--- config.mk ---
export PLATFORM = sky130hd
export DESIGN_NAME = fts_seq
export DESIGN_NICKNAME = d
export VERILOG_FILES = /design/src/rtl/fts_pkg.sv /design/src/rtl/fts_idx.sv /design/src/rtl/fts_tally.sv /design/src/rtl/fts_seq.sv
export SDC_FILE = /design/constraint.sdc
export NUM_CORES = 1
export LEC_CHECK = 0
export ABC_AREA = 1
export CORE_MARGIN = 5
export CORE_UTILIZATION = 55
export CTS_CLUSTER_DIAMETER = 40
export DETAILED_ROUTE_END_ITERATION = 8
export DONT_BUFFER_PORTS = 1
export PLACE_DENSITY = 0.7
export SYNTH_ARGS = -nofsm -noshare
export SYNTH_HDL_FRONTEND = slang
export SYNTH_SLANG_ARGS = --single-unit
export TNS_END_PERCENT = 100
--- constraint.sdc ---
create_clock -name clk -period 2.6 [get_ports clk]
set_clock_uncertainty 0.2 [all_clocks]
set_input_delay 0.26 -clock clk [delete_from_list [all_inputs] [get_ports clk]]
set_output_delay 0.26 -clock clk [all_outputs]
set_load 0.005 [all_outputs]
--- src/rtl/fts_pkg.sv ---
// Shared command encoding for the fused two-layer sequencer.
// Assumes a 3-bit command type field that the datapath decodes.
package fts_pkg;
    typedef enum logic [2:0] {
        CMD_LOAD_IN = 3'd0,
        CMD_LOAD_W1 = 3'd1,
        CMD_CALC1   = 3'd2,
        CMD_LOAD_W2 = 3'd3,
        CMD_CALC2   = 3'd4,
        CMD_STORE   = 3'd5
    } cmd_t;

    localparam int LVL_TILE = 0;
    localparam int LVL_SUB  = 1;
    localparam int LVL_F1   = 2;
    localparam int LVL_F2   = 3;
    localparam int N_LVL    = 4;
endpackage

--- src/rtl/fts_idx.sv ---
// One loop index of the sequencer: clears, steps by one, flags its last value.
// Assumes limit is nonzero whenever last is used; clr has priority over inc.
module fts_idx #(
    parameter int W = 4
) (
    input  logic         clk,
    input  logic         rst_n,
    input  logic         clr,
    input  logic         inc,
    input  logic [W-1:0] limit,
    output logic [W-1:0] idx,
    output logic         last
);
    // index register
    always_ff @(posedge clk) begin
        if (!rst_n)   idx <= '0;
        else if (clr) idx <= '0;
        else if (inc) idx <= idx + 1'b1;
    end

    // final iteration of this loop level
    always_comb last = (idx == limit - 1'b1);
endmodule

--- src/rtl/fts_tally.sv ---
// DRAM traffic counters: count accepted load and store commands by kind.
// Assumes fire marks an accepted command; clr wipes all counts at pass start.
module fts_tally
    import fts_pkg::*;
#(
    parameter int CNT_W = 16
) (
    input  logic             clk,
    input  logic             rst_n,
    input  logic             clr,
    input  logic             fire,
    input  cmd_t             kind,
    output logic [CNT_W-1:0] in_rd,
    output logic [CNT_W-1:0] w_rd,
    output logic [CNT_W-1:0] out_wr
);
    // traffic counters
    always_ff @(posedge clk) begin
        if (!rst_n || clr) begin
            in_rd  <= '0;
            w_rd   <= '0;
            out_wr <= '0;
        end else if (fire) begin
            if (kind == CMD_LOAD_IN) in_rd <= in_rd + 1'b1;
            if (kind == CMD_LOAD_W1 || kind == CMD_LOAD_W2) w_rd <= w_rd + 1'b1;
            if (kind == CMD_STORE) out_wr <= out_wr + 1'b1;
        end
    end
endmodule

--- src/rtl/fts_seq.sv ---
// Fused two-layer command sequencer, input-tile-outermost order.
// Holds the current command in registers and advances on each handshake.
// Assumes counts are latched at an accepted start; zero counts are refused.
module fts_seq
    import fts_pkg::*;
#(
    parameter int IDX_W = 4,
    parameter int CNT_W = 16
) (
    input  logic             clk,
    input  logic             rst_n,
    input  logic             start,
    input  logic [IDX_W-1:0] cfg_tiles,
    input  logic [IDX_W-1:0] cfg_subs,
    input  logic [IDX_W-1:0] cfg_f1,
    input  logic [IDX_W-1:0] cfg_f2,
    output logic             busy,
    output logic             err,
    output logic             done,
    output logic             cmd_valid,
    input  logic             cmd_ready,
    output logic [2:0]       cmd_type,
    output logic [IDX_W-1:0] cmd_tile,
    output logic [IDX_W-1:0] cmd_sub,
    output logic [IDX_W-1:0] cmd_f1,
    output logic [IDX_W-1:0] cmd_f2,
    output logic             cmd_clear,
    output logic [CNT_W-1:0] cnt_in_rd,
    output logic [CNT_W-1:0] cnt_w_rd,
    output logic [CNT_W-1:0] cnt_out_wr
);
    cmd_t             phase, nxt_phase;
    logic             running;
    logic [IDX_W-1:0] lim [N_LVL];
    logic [IDX_W-1:0] idx [N_LVL];
    logic [N_LVL-1:0] last, clr_c, inc_c;
    logic             fire, go, refuse, fin, cfg_zero;

    // start qualification
    always_comb begin
        cfg_zero = (cfg_tiles == '0) || (cfg_subs == '0) || (cfg_f1 == '0) || (cfg_f2 == '0);
        go       = start && !running && !cfg_zero;
        refuse   = start && !running && cfg_zero;
        fire     = running && cmd_ready;
    end

    // loop index registers, one per nesting level
    for (genvar k = 0; k < N_LVL; k++) begin : g_lvl
        fts_idx #(.W(IDX_W)) u_idx (
            .clk   (clk),
            .rst_n (rst_n),
            .clr   (go || (fire && clr_c[k])),
            .inc   (fire && inc_c[k]),
            .limit (lim[k]),
            .idx   (idx[k]),
            .last  (last[k])
        );
    end

    // next-command decision for the current phase
    always_comb begin
        nxt_phase = phase;
        clr_c     = '0;
        inc_c     = '0;
        fin       = 1'b0;
        case (phase)
            CMD_LOAD_IN: nxt_phase = CMD_LOAD_W1;
            CMD_LOAD_W1: nxt_phase = CMD_CALC1;
            CMD_CALC1: begin
                nxt_phase      = CMD_LOAD_W2;
                clr_c[LVL_F2]  = 1'b1;
            end
            CMD_LOAD_W2: nxt_phase = CMD_CALC2;
            CMD_CALC2: begin
                if (last[LVL_F2]) begin
                    clr_c[LVL_F2] = 1'b1;
                    if (last[LVL_F1]) nxt_phase = CMD_STORE;
                    else begin
                        inc_c[LVL_F1] = 1'b1;
                        nxt_phase     = CMD_LOAD_W1;
                    end
                end else begin
                    inc_c[LVL_F2] = 1'b1;
                    nxt_phase     = CMD_LOAD_W2;
                end
            end
            CMD_STORE: begin
                clr_c[LVL_F1] = 1'b1;
                if (last[LVL_SUB]) begin
                    clr_c[LVL_SUB] = 1'b1;
                    if (last[LVL_TILE]) fin = 1'b1;
                    else begin
                        inc_c[LVL_TILE] = 1'b1;
                        nxt_phase       = CMD_LOAD_IN;
                    end
                end else begin
                    inc_c[LVL_SUB] = 1'b1;
                    nxt_phase      = CMD_LOAD_W1;
                end
            end
            default: nxt_phase = CMD_LOAD_IN;
        endcase
    end

    // run state, phase, error and done flags
    always_ff @(posedge clk) begin
        if (!rst_n) begin
            running <= 1'b0;
            phase   <= CMD_LOAD_IN;
            err     <= 1'b0;
            done    <= 1'b0;
        end else begin
            done <= 1'b0;
            if (go) begin
                running <= 1'b1;
                phase   <= CMD_LOAD_IN;
                err     <= 1'b0;
            end else if (refuse) begin
                err <= 1'b1;
            end else if (fire) begin
                phase <= nxt_phase;
                if (fin) begin
                    running <= 1'b0;
                    done    <= 1'b1;
                end
            end
        end
    end

    // latch loop limits at an accepted start
    always_ff @(posedge clk) begin
        if (!rst_n) begin
            for (int k = 0; k < N_LVL; k++) lim[k] <= '0;
        end else if (go) begin
            lim[LVL_TILE] <= cfg_tiles;
            lim[LVL_SUB]  <= cfg_subs;
            lim[LVL_F1]   <= cfg_f1;
            lim[LVL_F2]   <= cfg_f2;
        end
    end

    // command fields
    always_comb begin
        busy      = running;
        cmd_valid = running;
        cmd_type  = phase;
        cmd_tile  = idx[LVL_TILE];
        cmd_sub   = (phase == CMD_LOAD_IN) ? '0 : idx[LVL_SUB];
        cmd_f1    = (phase == CMD_LOAD_IN || phase == CMD_STORE) ? '0 : idx[LVL_F1];
        cmd_f2    = (phase == CMD_LOAD_W2 || phase == CMD_CALC2) ? idx[LVL_F2] : '0;
        cmd_clear = (phase == CMD_CALC2) && (idx[LVL_F1] == '0);
    end

    fts_tally #(.CNT_W(CNT_W)) u_tally (
        .clk    (clk),
        .rst_n  (rst_n),
        .clr    (go),
        .fire   (fire),
        .kind   (phase),
        .in_rd  (cnt_in_rd),
        .w_rd   (cnt_w_rd),
        .out_wr (cnt_out_wr)
    );
endmodule

== Yosys cells after proc, flatten, opt, wreduce, memory -nomap -nowiden ==
Memories as Yosys holds them, arrays and structs flattened.
Index checks and enable logic that the tools add are counted.
Widths: inputs -> output; s select.
Cells by class
  add/sub/neg operators: 11
  eq/ne operators: 11
  muxes and demuxes: 36
  bitwise logic cells: 7
  reduce and logical (&&, ||, !) cells: 43
Operators with widths (number)
  $add 16x1->16 const B: 3
  $mux 4: 7
  $logic_not 4->1: 5
  $mux 1: 20
  $pmux 3 s6: 1
  $add 4x1->4 const B: 4
  $eq 4x4->1: 4
  $sub 4x1->4 const B: 4
  $logic_and 1x1->1: 12
  $mux 3: 4
  $logic_or 1x1->1: 10
  $reduce_or 2->1: 4
  $eq 3x2->1 const B: 2
  $eq 3x3->1 const B: 2
  $mux 2: 3
  $reduce_and 2->1: 3
  $reduce_and 3->1: 2
  $or 1x1->1: 4
  $reduce_bool 2->1: 2
  $reduce_or 4->1: 1
  $eq 3x1->1 const B: 1
  $logic_not 1->1: 3
  $logic_not 3->1: 1
  $ne 3x3->1 const B: 1
  other kinds (3): 5
Storage, ports and cells
  bits in registers: 70
  RAM bits: 16
  input bits: 20
  output and inout bits: 72
  logic and storage cells: 120
  memories: 1
Memory list
  lim: words 4, width 4, rd ports 4, clocked after Yosys merged registers in 0, write ports 4, line fts_seq.sv:34  | logic [IDX_W-1:0] lim [N_LVL];

== Depth between registers and ports, before layout ==
  depth in word-level cells: 10
  depth in mapped cells: 14
  gate-level depth less buffers: 14

== Modules after synthesis ==
A second synthesis with hierarchy kept.
Unflattened totals
  cells, all modules: 766
  area total of the unflattened synthesis: 4951.0 µm²
Modules (own cells, without submodules)
  fts_tally: instances 1, cells an instance 365, area an instance 2408.6 µm²
  fts_seq: instances 1, cells an instance 173, area an instance 1286.2 µm²
  fts_idx: instances 4, cells an instance 57, area an instance 314.1 µm²

== Least setup slack after synthesis ==
Ideal clock, no wire load.
  kind: flip-flop to flip-flop
  start point: register running, in the netlist busy
  end point: memory lim[0][0], enable pin
  library setup time: 0.354 ns
  arrival: 1.387 ns
  data required time: 2.046 ns
  slack: 0.659 ns
  cell stages (with the launch flop): 6
  buffers on the path: 2
  cells stage by stage: dfxtp_1 nor2_1 nand2_1 o21ai_1 buf_2 buf_2
RTL lines
  start, declared: line fts_seq.sv:33  | logic running;
  start signal, assigned: line fts_seq.sv:108  | running <= 1'b0;
  start signal, assigned: line fts_seq.sv:115  | running <= 1'b1;
  start signal, assigned: line fts_seq.sv:123  | running <= 1'b0;
  end, declared: line fts_seq.sv:34

== Worst setup path in the final report ==
  start point: input cfg_subs[3]
  end point: register u_tally.in_rd[7]
On the way
  cells in the longest elaborated chain, start to end: 7
RTL lines
  start, declared: line fts_seq.sv:14  | input logic [IDX_W-1:0] cfg_subs,
  $logic_not 4->1: line fts_seq.sv:41  | cfg_zero = (cfg_tiles == '0) || (cfg_subs == '0) || (cfg_f1 == '0) || (cfg_f2 == '0);
  $logic_or 1x1->1 (3 in series): line fts_seq.sv:41
  $logic_not 1->1: line fts_seq.sv:42  | go = start && !running && !cfg_zero;
  $logic_and 1x1->1: line fts_seq.sv:42
  $logic_or 1x1->1: line fts_tally.sv:19  | if (!rst_n || clr) begin
  end signal, assigned: line fts_tally.sv:24  | if (kind == CMD_LOAD_IN) in_rd <= in_rd + 1'b1;
  end, declared: line fts_tally.sv:13  | output logic [CNT_W-1:0] in_rd,
Every way passes these cells.
A chain may end at the register's enable or synchronous reset.

==> results.py <==
metrics = {
    "status": {
        "status": "complete, no violations",
    },
    "route": {
        "drc_errors": 0,
        "drt_iter0_drc": 157,
        "dr.pass1.iters": 4,
        "drtAntennaViolNets": 0,
        "wl_um": 11000,
        "routedWlPerCell_um": 13.35,
        "wl_met3_um": 801,
        "top_layer": "met4",
        "vias_per_cell": 5.120,
        "drt-met1-wl_um": 4630,
        "vias": 4219,
        "wl_met2_um": 5469,
    },
    "setup_path": {
        "cp_slowest_stage_delay_ps": 540,
        "worstSetupEndpointType": "register",
        "path_buf_inv": 4,
        "crit_fanout": 16,
        "r2r_slack_ps": 510,
        "start_kind": "input port",
        "critPathTopFamily": "buffers and inverters",
        "cp-startpoint": "cfg_subs[3]",
        "crit_top_cell": "inv_1",
        "r2r-end": "cmd_type[1]$_SDFFE_PP0P_",
        "rr_worst_depth": 13,
        "arrival_ps": 2240,
        "required_ps": 2700,
        "crit_end": "u_tally.in_rd[7]$_SDFFE_PP0P_",
        "path_cells": "dlygate4sd3_1 -> inv_1 -> nand4_1 -> nand3_1 -> o21ai_4 -> inv_1 -> buf_4 -> o21ai_0 -> a21oi_1",
        "critical_path_depth": 9,
        "r2r_start": "lim[1][0]$_SDFFCE_PN0P_",
        "critPathSlowestCell": "dlygate4sd3_1",
        "critical_path_class": "input port to register",
    },
    "global_routing": {
        "overflow": 0,
        "grt_max_degree": 55,
        "grt_pass1_vias": 4095,
        "antenna_found_initial": 0,
        "track_usage": 0.2088,
        "grt_pass1_wl_um": 18930,
    },
    "timing": {
        "final-max-slew-violation-count": 0,
        "rsz0062_at_grt": "no",
        "tightestPinTransition_ps": 676.6,
        "relSlewSlack": 0.5489,
        "fin_crit_sh": 0.8259,
        "final-hold-violation-count": 0,
        "min_period_ps": 2147,
        "setup_ws_ps": 452.5,
        "finalSetupViolations": 0,
        "max_freq_mhz": 465.7,
        "final.setup.tns_ps": 0,
    },
    "synthesis": {
        "ys_seq_area_frac": 0.3852,
        "async_reset_ff_frac": 0,
        "syn-cell-area_um2": 4885,
        "synth_edf_count": 16,
        "syn_inst": 689,
        "synth_ff_type": "dfxtp_1",
        "ys_warn_count": 0,
        "ys_types": 44,
        "ys_ff_latch": 86,
        "avgSynthCellArea_um2": 7.090,
        "synth_nets": 721,
    },
    "layout": {
        "nNetsFinal": 743,
        "final_cell_mix": "nand2_1, inv_1, nor2_1",
        "area_growth_pct": 10.30,
        "fillers": 796,
        "multiInputGateArea_um2": 2505,
        "drive_above_1_share": 0.09218,
        "layout_commonest_cell": "nand2_1",
        "post-route-util": 0.6208,
        "diodes": 0,
        "regArea_um2": 1882,
    },
    "clock_tree": {
        "htree_levels": 3,
        "cts_inserted_buffers": 9,
        "insertion_delay_ps": 360,
        "cts_buffer_depth": 2,
        "path_clk_slew_ps": 90,
        "cts_setup_buffers": 0,
        "clock_sinks": 86,
        "cts_tree": "built",
        "root_buffer": "clkbuf_8",
    },
    "power_and_ir_drop": {
        "p_total_mw": 2.735,
        "power_frac_seq": 0.519,
        "clock_power_share": 0.373,
        "power_frac_comb": 0.108,
        "p_leak_nw": 2.391,
        "p_sw_mw": 0.6984,
        "p_per_area_nw_per_um2": 507.7,
        "swShare": 0.2553,
        "ir_drop_v": 0.0002600,
        "p_int_mw": 2.037,
    },
    "floorplanning": {
        "floorplan.initialDensity": 0.5629,
        "core_area_um2": 8678,
        "die_h_um": 104.2,
        "ioPinCount": 92,
        "die_area_um2": 10870,
        "rows": 34,
        "die_w_um": 104.2,
    },
    "placement": {
        "dpl_worst_slack_ps": 517.7,
        "portBuffers": 0,
        "place_hpwl_um": 8336,
        "gp_congestion": 0.8388,
    },
    "run": {
        "max_cap_violations": 0,
    },
    "hold_path": {
        "hold_path.class": "input port to register",
    },
}
## Yosys cell counts, drive strengths merged (3+ instances only)
cell	instances	share of area
o21ai	17	0.017
xnor2	3	0.0054
inv	117	0.091
xor2	18	0.032
nand4	17	0.025
ha	12	0.031
nand3	38	0.044
nor2	102	0.10
clkinv	4	0.0031
or2	5	0.0064
nor3b	3	0.0046
nor3	18	0.025
nand2	181	0.15
clkbuf	3	0.0023
a21oi	48	0.049
edfxtp	16	0.098
dfxtp	70	0.29
buf	6	0.0079
## power groups by stage
stage	registers (mW)	clock network (mW)	logic, mW
floorplan	1.44	0	0.220
global placement	1.45	0	0.264
CTS	1.42	1.05	0.296
detailed placement	1.45	0	0.274
global route	1.42	1.11	0.338
finish	1.42	1.02	0.296
## per-stage QoR
step                      std cells  cell area (um2)  hold slack (ps)
after floorplan                 689             4885            210.4
after global placement          790             4996            225.7
after detailed placement        790             4996            251.7
after CTS                       824             5388            44.99
after global routing            824             5388            56.18
final                           824             5388            55.99
## per-layer routing
metal  up-vias  track usage
li1       2212            -
met1      1912       0.2400
met2        83       0.3638
met3        12      0.06952
met4         0      0.06753
met5         -            0
## kinds of logic (layout without fill, tap and decap cells)
| family | after synthesis | after routing | share of synthesized area |
|---|---|---|---|
| fa+ha+maj | 12 | 12 | 0.03074 |
| compound gates | 73 | 73 | 0.07941 |
| xor+xnor | 21 | 21 | 0.03765 |
| flops | 86 | 86 | 0.3852 |
| simple gates | 367 | 367 | 0.3627 |
| buf+inv | 130 | 157 | 0.1043 |
## flip-flops by register name, summed over array words and instances, names as in the netlist
| register | count |
|---|---|
| g_lvl.u_idx.idx | 16 |
| lim | 16 |
| u_tally.in_rd | 16 |
| u_tally.out_wr | 16 |
| u_tally.w_rd | 16 |
| cmd_type | 3 |
| busy | 1 |
| done | 1 |
| err | 1 |
## timing repair
| action | 4_1_cts | 5_1_grt |
|---|---|---|
| endpoints found under the hold margin | 18 | 0 |
| gates resized for setup | 0 | 0 |
| hold buffers | 18 | 0 |
| endpoints found under the setup margin | 0 | 0 |
## worst register-to-register path: stages (launching register included)
cell      delay, ps
edfxtp_1        420
inv_1           100
ha_1            170
inv_1            50
nand2_1          60
nand2_1          50
nand2_1          50
nand2_1          40
nor2_1           70
nand2_1         210
o21ai_1         360
nand2_1          90
nand2_1          70
nor2_1           50
## area by class of cell
type / count / share of cell area
multi-input cells: 473 / 0.4649
flip-flops and latches: 86 / 0.3493
inverters: 121 / 0.08523
repair buffers: 20 / 0.03623
well taps: 108 / 0.02508
clock buffers: 11 / 0.02438
clock inverters: 5 / 0.01486
## worst min-delay path by stage
stage	cells past startpoint	from	slack, ps	end
4_1_cts	4	cmd_ready	40	u_tally.in_rd[12]$_SDFFE_PP0P_
2_1_floorplan	2	rst_n	210	busy$_SDFFE_PN0P_
5_1_grt	4	cmd_ready	60	u_tally.in_rd[12]$_SDFFE_PP0P_
3_5_place_dp	2	rst_n	250	busy$_SDFFE_PN0P_
3_3_place_gp	2	rst_n	230	busy$_SDFFE_PN0P_
6_report	4	cmd_ready	60	u_tally.in_rd[12]$_SDFFE_PP0P_
No activity file was read; power rests on OpenSTA's default activity.
